### src/rtl/strobe_port_pkg.sv
package strobe_port_pkg;

  typedef enum logic [1:0] {
    MODE_OUT    = 2'b00,
    MODE_OUTIN  = 2'b01,
    MODE_IN     = 2'b10,
    MODE_IN_ALT = 2'b11
  } pinMode_t;

  // Strobes sent from the sequencer to the pin datapath
  typedef struct packed {
    logic launch;   // capture cfg/outData, start driving
    logic relOi;    // release output/input pins at this edge
    logic sample;   // capture pin levels at this edge
  } ctrlStrobes_t;

endpackage

### src/rtl/strobe_port_ctrl.sv
module strobe_port_ctrl
  import strobe_port_pkg::*;
#(
  parameter int LOW_CYC    = 34,
  parameter int HOLD_CYC   = 3,
  parameter int SAMPLE_CYC = 62
) (
  input  logic         clk,
  input  logic         rstN,
  input  logic         start,
  output ctrlStrobes_t ctl,
  output logic         strobeN,
  output logic         done
);

  localparam int CW = $clog2(SAMPLE_CYC + 1);
  localparam logic [CW-1:0] LOW_LAST    = CW'(LOW_CYC - 1);
  localparam logic [CW-1:0] REL_LAST    = CW'(LOW_CYC + HOLD_CYC - 1);
  localparam logic [CW-1:0] SAMPLE_LAST = CW'(SAMPLE_CYC - 1);

  typedef enum logic [1:0] {ST_IDLE, ST_LOW, ST_TAIL} seqState_t;

  seqState_t       state;
  logic [CW-1:0]   cnt;

  always_comb begin
    ctl.launch = (state == ST_IDLE) && start;
    ctl.relOi  = (state == ST_TAIL) && (cnt == REL_LAST);
    ctl.sample = (state == ST_TAIL) && (cnt == SAMPLE_LAST);
  end

  always_ff @(posedge clk or negedge rstN) begin
    if (!rstN) begin
      state   <= ST_IDLE;
      cnt     <= '0;
      strobeN <= 1'b1;
      done    <= 1'b0;
    end else begin
      done <= ctl.sample;
      unique case (state)
        ST_IDLE: begin
          if (ctl.launch) begin
            state   <= ST_LOW;
            cnt     <= '0;
            strobeN <= 1'b0;
          end
        end
        ST_LOW: begin
          cnt <= cnt + 1'b1;
          if (cnt == LOW_LAST) begin
            strobeN <= 1'b1;
            state   <= ST_TAIL;
          end
        end
        ST_TAIL: begin
          cnt <= cnt + 1'b1;
          if (cnt == SAMPLE_LAST) state <= ST_IDLE;
        end
        default: state <= ST_IDLE;
      endcase
    end
  end

endmodule

### src/rtl/strobe_port_dpath.sv
module strobe_port_dpath
  import strobe_port_pkg::*;
#(
  parameter int NPINS = 4
) (
  input  logic               clk,
  input  logic               rstN,
  input  ctrlStrobes_t       ctl,
  input  logic [2*NPINS-1:0] cfg,
  input  logic [NPINS-1:0]   outData,
  input  logic [NPINS-1:0]   pinIn,
  output logic [NPINS-1:0]   pinOeN,
  output logic [NPINS-1:0]   inData
);

  for (genvar i = 0; i < NPINS; i++) begin : g_pin
    pinMode_t cfgMode;
    pinMode_t modeQ;
    logic     driveQ;
    logic     dataQ;
    logic     inQ;

    assign cfgMode = pinMode_t'(cfg[2*i +: 2]);

    always_ff @(posedge clk or negedge rstN) begin
      if (!rstN) begin
        modeQ  <= MODE_IN;
        driveQ <= 1'b0;
        dataQ  <= 1'b1;
        inQ    <= 1'b0;
      end else begin
        if (ctl.launch) begin
          modeQ  <= cfgMode;
          dataQ  <= outData[i];
          driveQ <= (cfgMode == MODE_OUT) || (cfgMode == MODE_OUTIN);
        end else if (ctl.relOi && (modeQ == MODE_OUTIN)) begin
          driveQ <= 1'b0;
        end
        if (ctl.sample) inQ <= (modeQ == MODE_OUT) ? 1'b0 : pinIn[i];
      end
    end

    assign pinOeN[i] = ~(driveQ & ~dataQ);
    assign inData[i] = inQ;
  end

endmodule

### src/rtl/strobe_port_seq.sv
module strobe_port_seq
  import strobe_port_pkg::*;
#(
  parameter int NPINS      = 4,
  parameter int LOW_CYC    = 34,
  parameter int HOLD_CYC   = 3,
  parameter int SAMPLE_CYC = 62
) (
  input  logic               clk,
  input  logic               rstN,
  input  logic               start,
  input  logic [NPINS-1:0]   outData,
  input  logic [2*NPINS-1:0] cfg,
  output logic [NPINS-1:0]   pinOeN,
  input  logic [NPINS-1:0]   pinIn,
  output logic               strobeN,
  output logic [NPINS-1:0]   inData,
  output logic               done
);

  ctrlStrobes_t ctl;

  strobe_port_ctrl #(
    .LOW_CYC   (LOW_CYC),
    .HOLD_CYC  (HOLD_CYC),
    .SAMPLE_CYC(SAMPLE_CYC)
  ) uCtrl (
    .clk    (clk),
    .rstN   (rstN),
    .start  (start),
    .ctl    (ctl),
    .strobeN(strobeN),
    .done   (done)
  );

  strobe_port_dpath #(
    .NPINS(NPINS)
  ) uDpath (
    .clk    (clk),
    .rstN   (rstN),
    .ctl    (ctl),
    .cfg    (cfg),
    .outData(outData),
    .pinIn  (pinIn),
    .pinOeN (pinOeN),
    .inData (inData)
  );

endmodule

### config.mk
export PLATFORM = sky130hd
export DESIGN_NAME = strobe_port_seq
export DESIGN_NICKNAME = d
export VERILOG_FILES = /design/src/rtl/strobe_port_pkg.sv /design/src/rtl/strobe_port_ctrl.sv /design/src/rtl/strobe_port_dpath.sv /design/src/rtl/strobe_port_seq.sv
export SDC_FILE = /design/constraint.sdc
export NUM_CORES = 1
export LEC_CHECK = 0
export BUFFER_PORTS_ARGS = -buffer_cell sky130_fd_sc_hd__buf_2
export CAP_MARGIN = 40
export CORE_UTILIZATION = 33
export DETAILED_ROUTE_END_ITERATION = 8
export PLACE_DENSITY = 0.59
export REMOVE_ABC_BUFFERS = 1
export SYNTH_ARGS = -nofsm -noshare
export SYNTH_HDL_FRONTEND = slang
export SYNTH_SLANG_ARGS = --single-unit
### constraint.sdc
create_clock -name clk -period 1.9 [get_ports clk]
set_clock_uncertainty 0.15 [all_clocks]
set_input_delay 0.57 -clock clk [delete_from_list [all_inputs] [get_ports clk]]
set_output_delay 0.57 -clock clk [all_outputs]
set_load 0.02 [all_outputs]
Word-level counts from Yosys, hierarchy flattened
Index checks and enable logic that the tools add are counted.

Output and inout bits: 10. Memories kept: 0. Memory bits (writable): 0. Word-level logic and storage cells: 100. Input bits: 19. Latch bits: 0. Memory bits (read-only): 0. Flip-flop bits (word level): 30.

Reduce and logical (&&, ||, !) cells: 30. Shifts and indexed selects: 0. $add $sub $neg: 1. Muxes and demuxes: 21. $lt $le $gt $ge: 0. Divide/modulo/power cells: 0. Multiply operators: 0. Equality and inequality tests: 16. Bitwise logic cells: 12.

Operators with widths (number): $eq A2 B1 Y1 const B (9); $eq A6 B6 Y1 const B (3); $logic_not A2 Y1 (9); $mux W1 (14); $pmux W6 S2 (1); $reduce_bool A2 Y1 (6); $not A1 Y1 (8); $logic_and A1 B1 Y1 (7); $add A6 B1 Y6 const B (1); $mux W2 (3); $mux W6 (1); $pmux W2 S3 (1); $reduce_and A3 Y1 (2); $and A1 B1 Y1 (4); $logic_or A1 B1 Y1 (4); $ne A2 B2 Y1 const B (2); $eq A2 B2 Y1 const B (1); $ne A2 B1 Y1 const B (1); $pmux W1 S2 (1); $reduce_and A2 Y1 (1); $reduce_or A2 Y1 (1).

Depth between registers and ports, before layout
Depth after elaboration: 5. Depth in mapped cells: 6. Mapped depth without buffers: 6.

By module
Synthesis repeated with hierarchy kept, for this count alone.

Cells, all modules: 139. Area total of the unflattened synthesis: 1547.7 um^2.

Modules (own cells, without submodules): strobe_port_dpath (cells an instance 69, sequential area each 510.5 um^2, area each 915.9 um^2, instances 1); strobe_port_ctrl (cells an instance 70, sequential area each 251.5 um^2, area each 631.9 um^2, instances 1).

Worst setup path before layout
No wires, ideal clock.

Path kind: register to register. Start: register uCtrl.state[0]. End: register uDpath.g_pin[0].driveQ. Period minus slack after synthesis: 1.830 ns. Buffers on the path: 0. Data arrival time: 1.549 ns. Required time: 1.618 ns. Path slack: 0.070 ns. Cell stages (with the launch flop): 7. Library setup time: 0.132 ns. Cell sequence: dfrtp_1 > inv_1 > ha_1 > nand3_2 > or4b_4 > o311ai_1 > o21ai_1.

Word-level cells in the longest chain between the ends: 4. Elaborated cells between the ends (all ways): 7. Those cells by class: eq/ne: 1; mux: 1; reduce/logical: 5.

RTL lines: start, declared (line strobe_port_ctrl.sv:23) `seqState_t state;`; start signal, assigned (line strobe_port_ctrl.sv:34) `state <= ST_IDLE;`; start signal, assigned (line strobe_port_ctrl.sv:43) `state <= ST_LOW;`; start signal, assigned (line strobe_port_ctrl.sv:52) `state <= ST_TAIL;`; $eq A2 B2 Y1 (line strobe_port_ctrl.sv:28) `ctl.relOi = (state == ST_TAIL) && (cnt == REL_LAST);`; $logic_and A1 B1 Y1 (line strobe_port_ctrl.sv:28); $logic_and A1 B1 Y1 (line strobe_port_dpath.sv:36) `end else if (ctl.relOi && (modeQ == MODE_OUTIN)) begin`; $reduce_bool A2 Y1 (no line); end signal, assigned (line strobe_port_dpath.sv:35) `driveQ <= (cfgMode == MODE_OUT) || (cfgMode == MODE_OUTIN);`; end, declared (line strobe_port_dpath.sv:19) `logic driveQ;`.

Parallel ways exist; a longest one is shown, timed or not. A chain may end at the register's enable or synchronous reset.

Final worst setup path
Ends and elaborated chain as after synthesis.

==> metrics.log <==
INFO  metric layout_setup_ws = -0.02324 ns
INFO  metric power_per_cell_area = 1331 nW/um^2
INFO  metric remaining_drc_errors = 0
INFO  metric dp_hpwl = about 2100 um
INFO  metric port-buffer-count = 28
INFO  metric ant_nets = 0
INFO  metric drt_pre_antenna_iters = 4
INFO  metric grt_max_degree = 31
INFO  metric cts.reportedPaths.clkPinSlew = around 0.07 ns
INFO  metric dp_worst_setup_slack = -0.003863 ns
INFO  metric vias_per_cell = 4.820
INFO  metric worstMarginPinSlew = 0.3853 ns
INFO  metric die_y = 68.69 um
INFO  metric ys_ff_latch = 30
INFO  metric startpoint = uCtrl.state[0]$_DFFE_PN0P_
INFO  metric worstReg2RegEnd = uDpath.g_pin[0].driveQ$_DFFE_PN0P_
INFO  metric drive_gt1_share = 47.67%
INFO  metric timing.final.hold_violations = 0
INFO  metric final_clock_period_utilization_by_the_worst_path = 101.2%
INFO  metric fin_crit = 1.923 ns
INFO  metric cts.sink_count = 30
INFO  metric synth_top_cells_by_area = dfrtp_1 (36%), dfstp_2 (16%), mux2_2 (11%)
INFO  metric cp_max_fo = 4
INFO  metric synth_largest_type_area_fraction = between 30 and 40%
INFO  metric initial_core_util = about 35%
INFO  metric async_reset_ff_share = 100.0%
INFO  metric cts_buffer_depth = 2
INFO  metric ranking_of_synthesized_cells_by_instance_count = dfrtp_1 (21), mux2_2 (14), nand2_1 (10)
INFO  metric status = finished with violations
INFO  metric seq_area_frac_synth = 51.92%
INFO  metric synth_top_area_cell = dfrtp_1
INFO  metric vdd_ir_drop_max = 518.5 uV
INFO  metric worstSetupEndpointType = flop
INFO  metric tritoncts = built
INFO  metric ys.flop_type = dfrtp_1
INFO  metric tritoncts.num_buffers = 5
INFO  metric worst-endpoint-required = 1.91 ns
INFO  metric die-area = 4718 um^2
INFO  metric core = 4144 um^2
INFO  metric io-pin-count = 29
INFO  metric gr-total-overflow = 0
INFO  metric timing.critical_path.to = uDpath.g_pin[0].driveQ$_DFFE_PN0P_
INFO  metric antenna_found_initial = 0
INFO  metric reg2reg_slack = -0.02 ns
INFO  metric grt_first_pass_wirelength = 4719 um
INFO  metric slew_headroom = 74.08%
INFO  metric setup_repair_after_global_routing_missed_its_margin = yes
INFO  metric gp_routability_congestion = 0.7581
INFO  metric finalWirelength = 3002 um
INFO  metric max_freq = 0.5200 GHz
INFO  metric yosys_warnings = 0
INFO  metric synth_unique_cells = 30
INFO  metric setup_viol = 1
INFO  metric reg2reg_from = uCtrl.state[0]$_DFFE_PN0P_
INFO  metric floorplan.rows = 23
INFO  metric syn-instance-count = 130
INFO  metric detail_route.iter0.violations = 19
INFO  metric reg2reg_depth = 6
INFO  metric wire_per_inst = roughly 14 um
INFO  metric grt_pass1_vias = 1067
INFO  metric cp-start-kind = flop
INFO  metric yosysMostFrequentCell = dfrtp_1
INFO  metric htreeDepth = 2
INFO  metric power.static_leakage = 0.8190 nW
INFO  metric synth_enable_flop_cells = 0
INFO  metric hold-worst-slack = 0.1426 ns
INFO  metric ctsRootBufferMaster = clkbuf_8
INFO  metric fp.dieW = 68.69 um
INFO  metric finalCoreUtilization = a little under half
INFO  metric post-layout-total-power = 0.002492 W
INFO  metric timing.final.max_slew_violations = 0
INFO  metric globalRouteTotalUtil = 13.90%
INFO  metric antennaDiodeCount = 0
INFO  metric dr_total_vias = 1070
INFO  metric critPathKind = reg -> reg
INFO  metric syn-cell-area = ~1500 um^2
INFO  metric clkLatencyLatePin = 0.28 ns
INFO  metric failed_checks = negative setup slack
INFO  metric max_cap_viol_count = 0
INFO  metric syn2layout_area_growth = 27.54%
INFO  metric type_of_the_most_critical_hold_path = in -> async
INFO  metric worst_ep_arrival_time = 1.94 ns
INFO  metric post_synth.cell_area_avg = 11.29 um^2
INFO  metric final_net_count = 197
[per-stage QoR]
stage / area, um^2 / std cells / TNS (ns)
6_report: 1872 / 222 / -0.02324
4_1_cts: 1792 / 219 / -0.005948
3_3_place_gp: 1709 / 211 / 0
3_5_place_dp: 1709 / 211 / -0.003863
2_1_floorplan: 1419 / 123 / 0
5_1_grt: 1872 / 222 / -0.3835
[layout by cell type, fill, tap and decap left out, drive strengths merged]
cell / count
a21o: 1
a21oi: 3
a22o: 2
a2bb2oi: 1
a32o: 1
buf: 41
clkbuf: 6
clkinv: 2
dfrtp: 21
dfstp: 9
ha: 7
inv: 9
mux2: 14
mux2i: 2
nand2: 10
nand2b: 5
nand3: 5
nor2: 6
nor2b: 1
nor3: 3
nor4: 1
o211ai: 4
o21ai: 10
o22ai: 1
o311ai: 4
or3: 1
or4b: 1
xnor2: 1
[sequential cells by signal, indices dropped and copies added, names as in the netlist]
name / flops
uCtrl.cnt: 6
uCtrl.done: 1
uCtrl.state: 2
uCtrl.strobeN: 1
uDpath.g_pin.dataQ: 4
uDpath.g_pin.driveQ: 4
uDpath.g_pin.inQ: 4
uDpath.g_pin.modeQ: 8
[cell families after synthesis]
kind of cell	after synthesis	synth area share (%)
buffers and inverters	16	5.627
DFF	30	51.92
and+or+nand+nor	33	11.51
xor gates and xnor gates	1	0.5969
AOI/OAI and AO/OA	27	12.28
muxes	16	12.11
adders and majority gates	7	5.967
[timing repair]
| item | in CTS | in global routing |
|---|---|---|
| pin swaps | 0 | 2 |
| endpoints found under the setup margin | 1 | 11 |
| cloned | 0 | 0 |
| buffers inserted | 0 | 3 |
| hold buffers | 0 | 0 |
| gates resized for setup | 0 | 11 |
[cell type report]
| class | count | area [um^2] |
|---|---|---|
| clock inverter | 2 | 10.01 |
| clock buffer | 6 | 72.57 |
| sequential | 30 | 762.0 |
| inverter | 9 | 33.78 |
| timing repair buffer | 41 | 250.2 |
| fill | 408 | 2272 |
| multi-input combinational | 84 | 680.7 |
| tap | 50 | 62.56 |
[how the worst min path moves through the flow]
stage,end,from,slack [ns]
6_report,uCtrl.state[0]$_DFFE_PN0P_,rstN,0.14
5_1_grt,uDpath.g_pin[2].modeQ[0]$_DFFE_PN0P_,rstN,0.18
4_1_cts,uDpath.g_pin[2].modeQ[0]$_DFFE_PN0P_,rstN,0.15
3_5_place_dp,uDpath.g_pin[3].inQ$_DFFE_PN0P_,uDpath.g_pin[3].inQ$_DFFE_PN0P_,0.34
3_3_place_gp,uDpath.g_pin[2].inQ$_DFFE_PN0P_,uDpath.g_pin[2].inQ$_DFFE_PN0P_,0.33
2_1_floorplan,uCtrl.cnt[0]$_DFFE_PN0P_,rstN,0.12
[power breakdown]
group	internal [W]	leakage (nW)	switching [W]	total (W)
sequential	0.000929	0.345	0.000195	0.00112
clock	0.000253	0.0450	0.000239	0.000492
combinational	0.000469	0.429	0.000406	0.000876
[layer usage]
metal | track usage (%) | part of all wire [%] | wire (um)
met5 | 0 | 0 | 0
met1 | 16.82 | 48 | 1440
met4 | 7.653 | 2.0 | 61
met2 | 22.92 | 47 | 1420
met3 | 2.961 | 2.6 | 79
[worst max-delay path, stage by stage (launching register included)]
cell	delay, ns
dfrtp_1	0.38
inv_2	0.09
ha_4	0.14
nand3_2	0.07
or4b_4	0.61
o311ai_2	0.26
o21ai_1	0.09
(Power assumes the default switching activity.)
